===== config.mk =====
export PLATFORM = sky130hd
export DESIGN_NAME = logic_sweep
export DESIGN_NICKNAME = d
export VERILOG_FILES = /design/src/rtl/sweep_pkg.sv /design/src/rtl/sweep_lfsr.sv /design/src/rtl/sweep_sipo.sv /design/src/rtl/sweep_piso.sv /design/src/rtl/logic_sweep.sv
export SDC_FILE = /design/constraint.sdc
export NUM_CORES = 1
export LEC_CHECK = 0
export CORE_MARGIN = 10
export CORE_UTILIZATION = 30
export DETAILED_ROUTE_END_ITERATION = 12
export PLACE_DENSITY_LB_ADDON = 0.05
export REMOVE_ABC_BUFFERS = 1
export SLEW_MARGIN = 20
export SYNTH_ARGS = -nofsm -noshare
export SYNTH_HDL_FRONTEND = slang
export SYNTH_HIERARCHICAL = 1
export SYNTH_SLANG_ARGS = --single-unit

===== constraint.sdc =====
create_clock -name clk -period 6.41 [get_ports clk]
set_input_delay 0.9615 -clock clk [delete_from_list [all_inputs] [get_ports clk]]
set_output_delay 0.9615 -clock clk [all_outputs]
set_load 0.03 [all_outputs]

===== src/rtl/sweep_pkg.sv =====
package sweep_pkg;
  typedef enum logic [2:0] {
    S_IDLE,
    S_SHIFT,
    S_SETTLE,
    S_LOAD,
    S_UNLOAD,
    S_EMIT
  } sweep_state_e;
endpackage


===== src/rtl/sweep_lfsr.sv =====
module sweep_lfsr #(
  parameter int          W    = 12,
  parameter logic [W-1:0] TAPS = 12'h829
) (
  input  logic         clk,
  input  logic         rst_n,
  input  logic         clr,
  input  logic         step,
  output logic [W-1:0] state_o,
  output logic         bit_o
);
  logic [W-1:0] q, q_nxt;

  // zero state escapes to 1 so the all-zero pattern is visited once
  assign bit_o = (q == '0) ? 1'b1 : ^(q & TAPS);

  always_comb begin
    q_nxt = q;
    if (clr)       q_nxt = '0;
    else if (step) q_nxt = {q[W-2:0], bit_o};
  end

  always_ff @(posedge clk or negedge rst_n) begin
    if (!rst_n) q <= '0;
    else        q <= q_nxt;
  end

  assign state_o = q;

  AST_LFSR_NONZERO: assert property (@(posedge clk) disable iff (!rst_n)
    (q != '0 && !clr) |=> (q != '0));
endmodule


===== src/rtl/sweep_sipo.sv =====
module sweep_sipo #(
  parameter int W = 12
) (
  input  logic         clk,
  input  logic         rst_n,
  input  logic         clr,
  input  logic         shift,
  input  logic         sin,
  output logic [W-1:0] q
);
  logic [W-1:0] q_nxt;

  always_comb begin
    q_nxt = q;
    if (clr)        q_nxt = '0;
    else if (shift) q_nxt = {q[W-2:0], sin};
  end

  always_ff @(posedge clk or negedge rst_n) begin
    if (!rst_n) q <= '0;
    else        q <= q_nxt;
  end

  AST_SIPO_ONE_STEP: assert property (@(posedge clk) disable iff (!rst_n)
    ($past(shift) && !$past(clr)) |-> (q[W-1:1] == $past(q[W-2:0])));
endmodule


===== src/rtl/sweep_piso.sv =====
module sweep_piso #(
  parameter int W = 6
) (
  input  logic         clk,
  input  logic         rst_n,
  input  logic         load,
  input  logic         shift,
  input  logic [W-1:0] pin,
  output logic         sout
);
  logic [W-1:0] q, q_nxt;

  always_comb begin
    q_nxt = q;
    if (load)       q_nxt = pin;
    else if (shift) q_nxt = {q[W-2:0], 1'b0};
  end

  always_ff @(posedge clk or negedge rst_n) begin
    if (!rst_n) q <= '0;
    else        q <= q_nxt;
  end

  assign sout = q[W-1];

  AST_PISO_EXCL: assert property (@(posedge clk) disable iff (!rst_n)
    !(load && shift));
endmodule


===== src/rtl/logic_sweep.sv =====
module logic_sweep
  import sweep_pkg::*;
#(
  parameter int           NI   = 12,
  parameter int           NO   = 6,
  parameter int           SW   = 8,
  parameter logic [NI-1:0] TAPS = 12'h829
) (
  input  logic             clk,
  input  logic             rst_n,
  input  logic             start,
  input  logic [SW-1:0]    settle_cycles,
  output logic [NI-1:0]    dut_in,
  input  logic [NO-1:0]    dut_out,
  output logic             rec_valid,
  output logic [NI+NO-1:0] rec_data,
  output logic             busy,
  output logic             done
);
  localparam int RW = NI + NO;
  localparam int BW = (NO > 1) ? $clog2(NO) : 1;
  localparam logic [SW-1:0] SMIN = SW'(2);

  // reset: asynchronous assert, synchronous release
  logic rs0, rst_q;
  always_ff @(posedge clk or negedge rst_n) begin
    if (!rst_n) {rst_q, rs0} <= 2'b00;
    else        {rst_q, rs0} <= {rs0, 1'b1};
  end

  sweep_state_e st, st_nxt;
  logic [SW-1:0] settle_lat, settle_lat_nxt, cnt, cnt_nxt, eff_in;
  logic [BW-1:0] bcnt, bcnt_nxt;
  logic [NI-1:0] pcnt, pcnt_nxt;
  logic [NO-1:0] rx, rx_nxt;
  logic          done_nxt;
  logic          go, last, do_shift, do_load, do_unload;
  logic [NI-1:0] lfsr_q;
  logic          lfsr_bit, cap_sout;

  assign go        = start && (st == S_IDLE);
  assign last      = (pcnt == {NI{1'b1}});
  assign eff_in    = (settle_cycles < SMIN) ? SMIN : settle_cycles;
  assign do_shift  = (st == S_SHIFT);
  assign do_load   = (st == S_LOAD);
  assign do_unload = (st == S_UNLOAD);

  sweep_lfsr #(.W(NI), .TAPS(TAPS)) u_lfsr (
    .clk(clk), .rst_n(rst_q), .clr(go), .step(do_shift),
    .state_o(lfsr_q), .bit_o(lfsr_bit));

  sweep_sipo #(.W(NI)) u_stim (
    .clk(clk), .rst_n(rst_q), .clr(go), .shift(do_shift),
    .sin(lfsr_bit), .q(dut_in));

  sweep_piso #(.W(NO)) u_cap (
    .clk(clk), .rst_n(rst_q), .load(do_load), .shift(do_unload),
    .pin(dut_out), .sout(cap_sout));

  always_comb begin
    st_nxt         = st;
    settle_lat_nxt = settle_lat;
    cnt_nxt        = cnt;
    bcnt_nxt       = bcnt;
    pcnt_nxt       = pcnt;
    rx_nxt         = rx;
    done_nxt       = done;
    unique case (st)
      S_IDLE: if (go) begin
        st_nxt         = S_SETTLE;
        settle_lat_nxt = eff_in;
        cnt_nxt        = eff_in - SW'(1);
        pcnt_nxt       = '0;
        done_nxt       = 1'b0;
      end
      S_SHIFT: begin
        st_nxt  = S_SETTLE;
        cnt_nxt = settle_lat - SW'(1);
      end
      S_SETTLE: begin
        if (cnt == '0) st_nxt = S_LOAD;
        else           cnt_nxt = cnt - SW'(1);
      end
      S_LOAD: begin
        st_nxt   = S_UNLOAD;
        bcnt_nxt = '0;
      end
      S_UNLOAD: begin
        rx_nxt   = {rx[NO-2:0], cap_sout};
        bcnt_nxt = bcnt + BW'(1);
        if (bcnt == BW'(NO - 1)) st_nxt = S_EMIT;
      end
      S_EMIT: begin
        pcnt_nxt = pcnt + NI'(1);
        if (last) begin
          st_nxt   = S_IDLE;
          done_nxt = 1'b1;
        end else begin
          st_nxt = S_SHIFT;
        end
      end
      default: st_nxt = S_IDLE;
    endcase
  end

  always_ff @(posedge clk or negedge rst_q) begin
    if (!rst_q) begin
      st         <= S_IDLE;
      settle_lat <= SMIN;
      cnt        <= '0;
      bcnt       <= '0;
      pcnt       <= '0;
      rx         <= '0;
      done       <= 1'b0;
    end else begin
      st         <= st_nxt;
      settle_lat <= settle_lat_nxt;
      cnt        <= cnt_nxt;
      bcnt       <= bcnt_nxt;
      pcnt       <= pcnt_nxt;
      rx         <= rx_nxt;
      done       <= done_nxt;
    end
  end

  assign busy      = (st != S_IDLE);
  assign rec_valid = (st == S_EMIT);
  assign rec_data  = {dut_in, rx};

  // clocks elapsed since the stimulus last changed, for the settle check
  logic [3:0] age;
  always_ff @(posedge clk or negedge rst_q) begin
    if (!rst_q)                 age <= '0;
    else if (go || do_shift)    age <= '0;
    else if (age != 4'hF)       age <= age + 4'd1;
  end

  AST_SETTLE_MIN: assert property (@(posedge clk) disable iff (!rst_q)
    do_load |-> (age >= 4'd2));
  AST_STIM_TRACKS_LFSR: assert property (@(posedge clk) disable iff (!rst_q)
    dut_in == lfsr_q);
  AST_VALID_PULSE: assert property (@(posedge clk) disable iff (!rst_q)
    rec_valid |=> !rec_valid);
  AST_BUSY_DONE_EXCL: assert property (@(posedge clk) disable iff (!rst_q)
    !(busy && done));
  AST_START_IGNORED: assert property (@(posedge clk) disable iff (!rst_q)
    (start && busy && !rec_valid) |=> busy);
endmodule


### After elaboration in Yosys (flattened, before gate mapping)

Cells that the tools add are included.

* register bits: 73
* word-level logic and storage cells: 67
* RAM bits: 0
* output and inout port bits: 33
* bits of input ports: 17
* bits in read-only memories: 0
* memories: 0
* bits in latches: 0

* bitwise gates (word level): 0
* $lt $le $gt $ge: 1
* eq/ne operators: 12
* shifts and indexed selects: 0
* add/subtract/negate cells: 5
* reduce and logical (&&, ||, !) cells: 15
* div/mod/pow operators: 0
* multiply operators: 0
* muxes and demuxes: 22

Operators by type and width (number)
* $mux 12: 5
* $mux 8: 3
* $pmux 12 s2: 1
* $pmux 8 s3: 1
* $sub 8x1->8 const B: 3
* $pmux 3 s6: 1
* $add 12x1->12 const B: 1
* $eq 12x12->1 const B: 1
* $logic_not 12->1: 1
* $mux 6: 2
* $reduce_xor 12->1: 1
* $eq 3x3->1 const B: 3
* $mux 3: 3
* $reduce_and 3->1: 3
* $logic_not 8->1: 1
* $lt 8x2->1 const B: 1
* $eq 3x2->1 const B: 2
* $ne 2x2->1 const B: 3
* $pmux 3 s2: 1
* $reduce_bool 2->1: 3
* $reduce_bool 3->1: 2
* $mux 1: 4
* $ne 2x1->1 const B: 2
* $reduce_and 2->1: 2
* other kinds (5): 5

### Longest topological paths before layout

* word-level depth: 5
* mapped depth: 9
* gate-level depth less buffers: 7

### Modules after synthesis

Netlist, hierarchy kept.

By module, submodules not included
* logic_sweep: area an instance 2374.8 um2, instances 1, sequential area each 1077.3 um2, cells each 272
* sweep_lfsr: area an instance 550.5 um2, instances 1, sequential area each 300.3 um2, cells each 48
* sweep_sipo: area an instance 480.5 um2, instances 1, sequential area each 300.3 um2, cells each 38
* sweep_piso: area an instance 275.3 um2, instances 1, sequential area each 150.1 um2, cells each 26

### Worst setup path before layout

No wires, ideal clock.

* kind: input port to flip-flop
* from: input port settle_cycles[7]
* to: register cnt[4]
* arrival time: 2.897 ns
* setup time: 0.125 ns
* buffers on the path: 0
* cell stages on the path: 7
* setup slack: 3.388 ns
* required time: 6.285 ns
* cell sequence: or4_4 > or4_4 > a32oi_4 > ha_1 > nand3_1 > xor2_1 > mux2_2

* word-level cells in the longest chain between the ends: 5

RTL lines
* from (decl): RTL line logic_sweep.sv:12 `input logic [SW-1:0] settle_cycles,`
* $lt 8x2->1: RTL line logic_sweep.sv:43 `assign eff_in = (settle_cycles < SMIN) ? SMIN : settle_cycles;`
* $mux 8: RTL line logic_sweep.sv:43
* $sub 8x1->8: RTL line logic_sweep.sv:72 `cnt_nxt = eff_in - SW'(1);`
* $mux 8: RTL line logic_sweep.sv:69 `S_IDLE: if (go) begin`
* $pmux 8 s3: RTL line logic_sweep.sv:68 `unique case (st)`
* to (signal assigned): RTL line logic_sweep.sv:118 `cnt <= cnt_nxt;`
* to (decl): RTL line logic_sweep.sv:32 `logic [SW-1:0] settle_lat, settle_lat_nxt, cnt, cnt_nxt, eff_in;`

No other way between the ends. The select of a mux whose other input is x is not followed.
A chain may end at the register's enable or synchronous reset.

### Final worst setup path

* from: register st[2]
* to: output port rec_valid

* word-level cells in the longest chain between the ends: 1

RTL lines
* from (decl): RTL line logic_sweep.sv:31 `sweep_state_e st, st_nxt;`
* from (signal assigned): RTL line logic_sweep.sv:116 `st <= st_nxt;`
* $eq 3x3->1: RTL line logic_sweep.sv:127 `assign rec_valid = (st == S_EMIT);`
* to (decl): RTL line logic_sweep.sv:15 `output logic rec_valid,`

No other way between the ends.

==> impl_metrics.csv <==
group,metric,value,unit
outcome,status,"completed",
clock_network,clk_path_buf_depth,2,
setup_path,crit_path_cell_trace,"nor2b_1, nand2_1, inv_2, clkdlybuf4s50_1",
route,post-route-drc-count,0,
route,ant_nets,0,
sta,hold_ws,354,ps
clock_network,post_cts_buffers,0,
finish,nets,442,
yosys,synth-edff-count,0,
yosys,yosys-top-cells-area,"dfrtp_1 49%, mux2i_1 8.7%, nand2_1 7.6%, nor2_1 3.7%, o21ai_0 3.4%",
sta,maxSlewHeadroom,33.6,%
power,p_leak,1.94,nW
yosys,avgSynthCellArea,9.59,um2
placed_design,dp_cells,557,
yosys,synth_top_cell_by_area,"dfrtp_1",
yosys,synthArstFlopShare,100,%
min_path,min_path_type,"register to register",
clock_network,cts_tree,"done",
sta,max_freq,0.279,GHz
yosys,synth_top_area_share,48.9,%
setup_path,worst_path_dominant_cell_family,"buffers and inverters",
sta,worstMarginPinSlew,990,ps
global_route,track_usage,11.3,%
clock_network,clk_pin_slew,60,ps
sta,rsz0062_at_grt,"no",
yosys,ys_warn_count,6,
clock_network,clock-sinks,73,
clock_network,clock_latency,340,ps
floorplan,die_y,131,um
setup_path,cp-start-kind,"register",
clock_network,hold_buffers,0,
route,drt_iter0_markers,159,
yosys,yosysMostFrequentCell,"nand2_1",
setup_path,worst-setup-path-type,"register to output pin",
clock_network,cts_resized,0,
finish,area_delta_synth_final,23.7,%
placed_design,placed_area,4230,um2
yosys,synth_top_flop_cell,"dfrtp_1",
setup_path,cp-end-kind,"output pin",
finish,drive_gt1_share,7.51,%
floorplan,row_count,40,
job,cap_violations,0,
sta,layout_min_cycle_time,3590,ps
setup_path,worstPathArrival,2630,ps
setup_path,required,5450,ps
sta,finalSetupTns,0,ps
floorplan,die_w,131,um
global_route,first_global_vias,2851,
setup_path,worst_path_max_delay_cell,"dfrtp_1",
placed_design,port_buffers,49,
yosys,synth.cell_area,3680,um2
floorplan,design.die.area,17100,um2
power,ir_worst_vdd,0.150,mV
floorplan,io_pins,50,
sta,setup_viol,0,
clock_network,cts-root-buf,"clkbuf_16",
route,firstDrtPassIters,4,
route,wl_per_cell,15.5,um
power,power_per_cell_area,438,nW/um2
setup_path,critPathMaxStageDelay,840,ps
finish,fin_area,4550,um2
sta,clock_skew,6.94,ps
placed_design,gp_congestion,0.740,
floorplan,core_area,12000,um2
setup_path,path_max_fanout,23,
setup_path,path_buf_inv,2,
route,vias,2788,
sta,finalMaxSlewViolations,0,
route,routed_via_density,4.87,
route,drt_wl_total,8900,um
sta,finalCritPeriodShare,56.0,%
yosys,synth_seq_cells,73,
global_route,antenna_found_initial,0,
yosys,synthCells,384,
global_route,grt_pass1_wl,15200,um
finish,utilization,37.9,%
clock_network,h-tree-depth,3,
global_route,grt_max_degree,72,
clock_network,cts_made_buffers,9,
yosys,synth_cell_type_count,53,
floorplan,start_util,30.6,%
sta,finalHoldViolCount,0,
global_route,overflow,0,
yosys,ys_seq_area_share,49.7,%
finish,num_antenna_cells,0,
finish,fin_cells,573,
yosys,synth_common_cells,"75 x nand2_1, 72 x dfrtp_1, 36 x nor2_1",
placed_design,dp_hpwl,6000,um
-- cell usage in the layout, fill, tap and decap left out, types with 3 or more instances in the layout --
master	count
ha_1	4
nor2b_1	4
nor3b_1	3
buf_4	4
o21ai_1	11
clkbuf_16	9
nor3_1	6
clkdlybuf4s50_1	49
nand3b_1	3
nand2_1	75
nand4_1	4
nor2_1	36
nand3_1	8
a21oi_1	6
xor2_1	5
nor4_1	5
mux2i_1	32
nand2b_1	5
o21ai_0	25
inv_1	10
a31oi_1	4
clkbuf_8	4
dfrtp_1	71
-- power by group --
part	leakage (nW)	switching, mW	internal [mW]
Sequential	0.937	0.152	0.631
Combinational	0.844	0.370	0.301
Clock	0.158	0.197	0.345
-- per-stage QoR --
step                      power (mW)  setup slack [ps]
final                           2.00              2820
after CTS                       2.03              2800
after detailed placement        1.47              2730
after global routing            2.15              2570
after floorplan                 1.22              2390
after global placement          1.47              2740
-- logic make-up after synthesis --
logic type / after synthesis / synth area share [%]
AOI/OAI and AO/OA: 64 / 11.2
xor gates and xnor gates: 8 / 2.28
adders and majority gates: 4 / 1.36
buffers and inverters: 40 / 5.81
DFF: 73 / 49.7
muxes: 34 / 9.31
other: 1 / 0.102
and+or+nand+nor: 160 / 20.3
-- final cells by class --
cell class,instances,area (um2)
fillers,1226,7460
flip-flops and latches,73,1830
multi-input cells,271,1640
repair buffers,53,520
clock buffers,13,280
well taps,147,184
inverters,13,48.8
clock inverters,3,46.3
-- worst register-to-register path: cells and delay by family, from the launching register on --
family	cells	cell delay, ps
DFF	1	910
and+or+nand+nor	3	1240
AOI/OAI and AO/OA	1	90
buffers and inverters	2	470
-- sequential cells by signal, indices dropped and copies added (netlist names) --
| register | flops |
|---|---|
| st | 3 |
| rs0 | 1 |
| settle_lat | 8 |
| u_stim/q | 12 |
| pcnt | 12 |
| rst_q | 1 |
| bcnt | 3 |
| u_lfsr/state_o | 12 |
| u_cap/q | 6 |
| cnt | 8 |
| rx | 6 |
| done | 1 |
-- metal layers --
metal / vias up / track usage, % / share of wire, %
li1: 1390 / - / -
met1: 1352 / 14.4 / 48
met2: 39 / 17.5 / 47
met3: 7 / 4.15 / 4.4
met4: 0 / 3.34 / 0.74
met5: - / 0 / 0
-- final timing paths --
check / startpoint / end / slack (ps) / cells after the start
max: st[2]$_DFFE_PN0P_ / rec_valid / 2820 / 4
min in group asynchronous: rst_q$_DFF_PN0_ / rx[2]$_DFFE_PN0P_ / 500 / 1
max in group asynchronous: rst_q$_DFF_PN0_ / cnt[0]$_DFFE_PN0P_ / 5290 / 1
min: rs0$_DFF_PN0_ / rst_q$_DFF_PN0_ / 350 / 0
min reg2reg: rs0$_DFF_PN0_ / rst_q$_DFF_PN0_ / 350 / 0
max reg2reg: st[1]$_DFFE_PN0P_ / u_lfsr/state_o[0]$_DFFE_PN0P_ / 3590 / 6
Note: power is estimated with default switching activity, not from simulation.
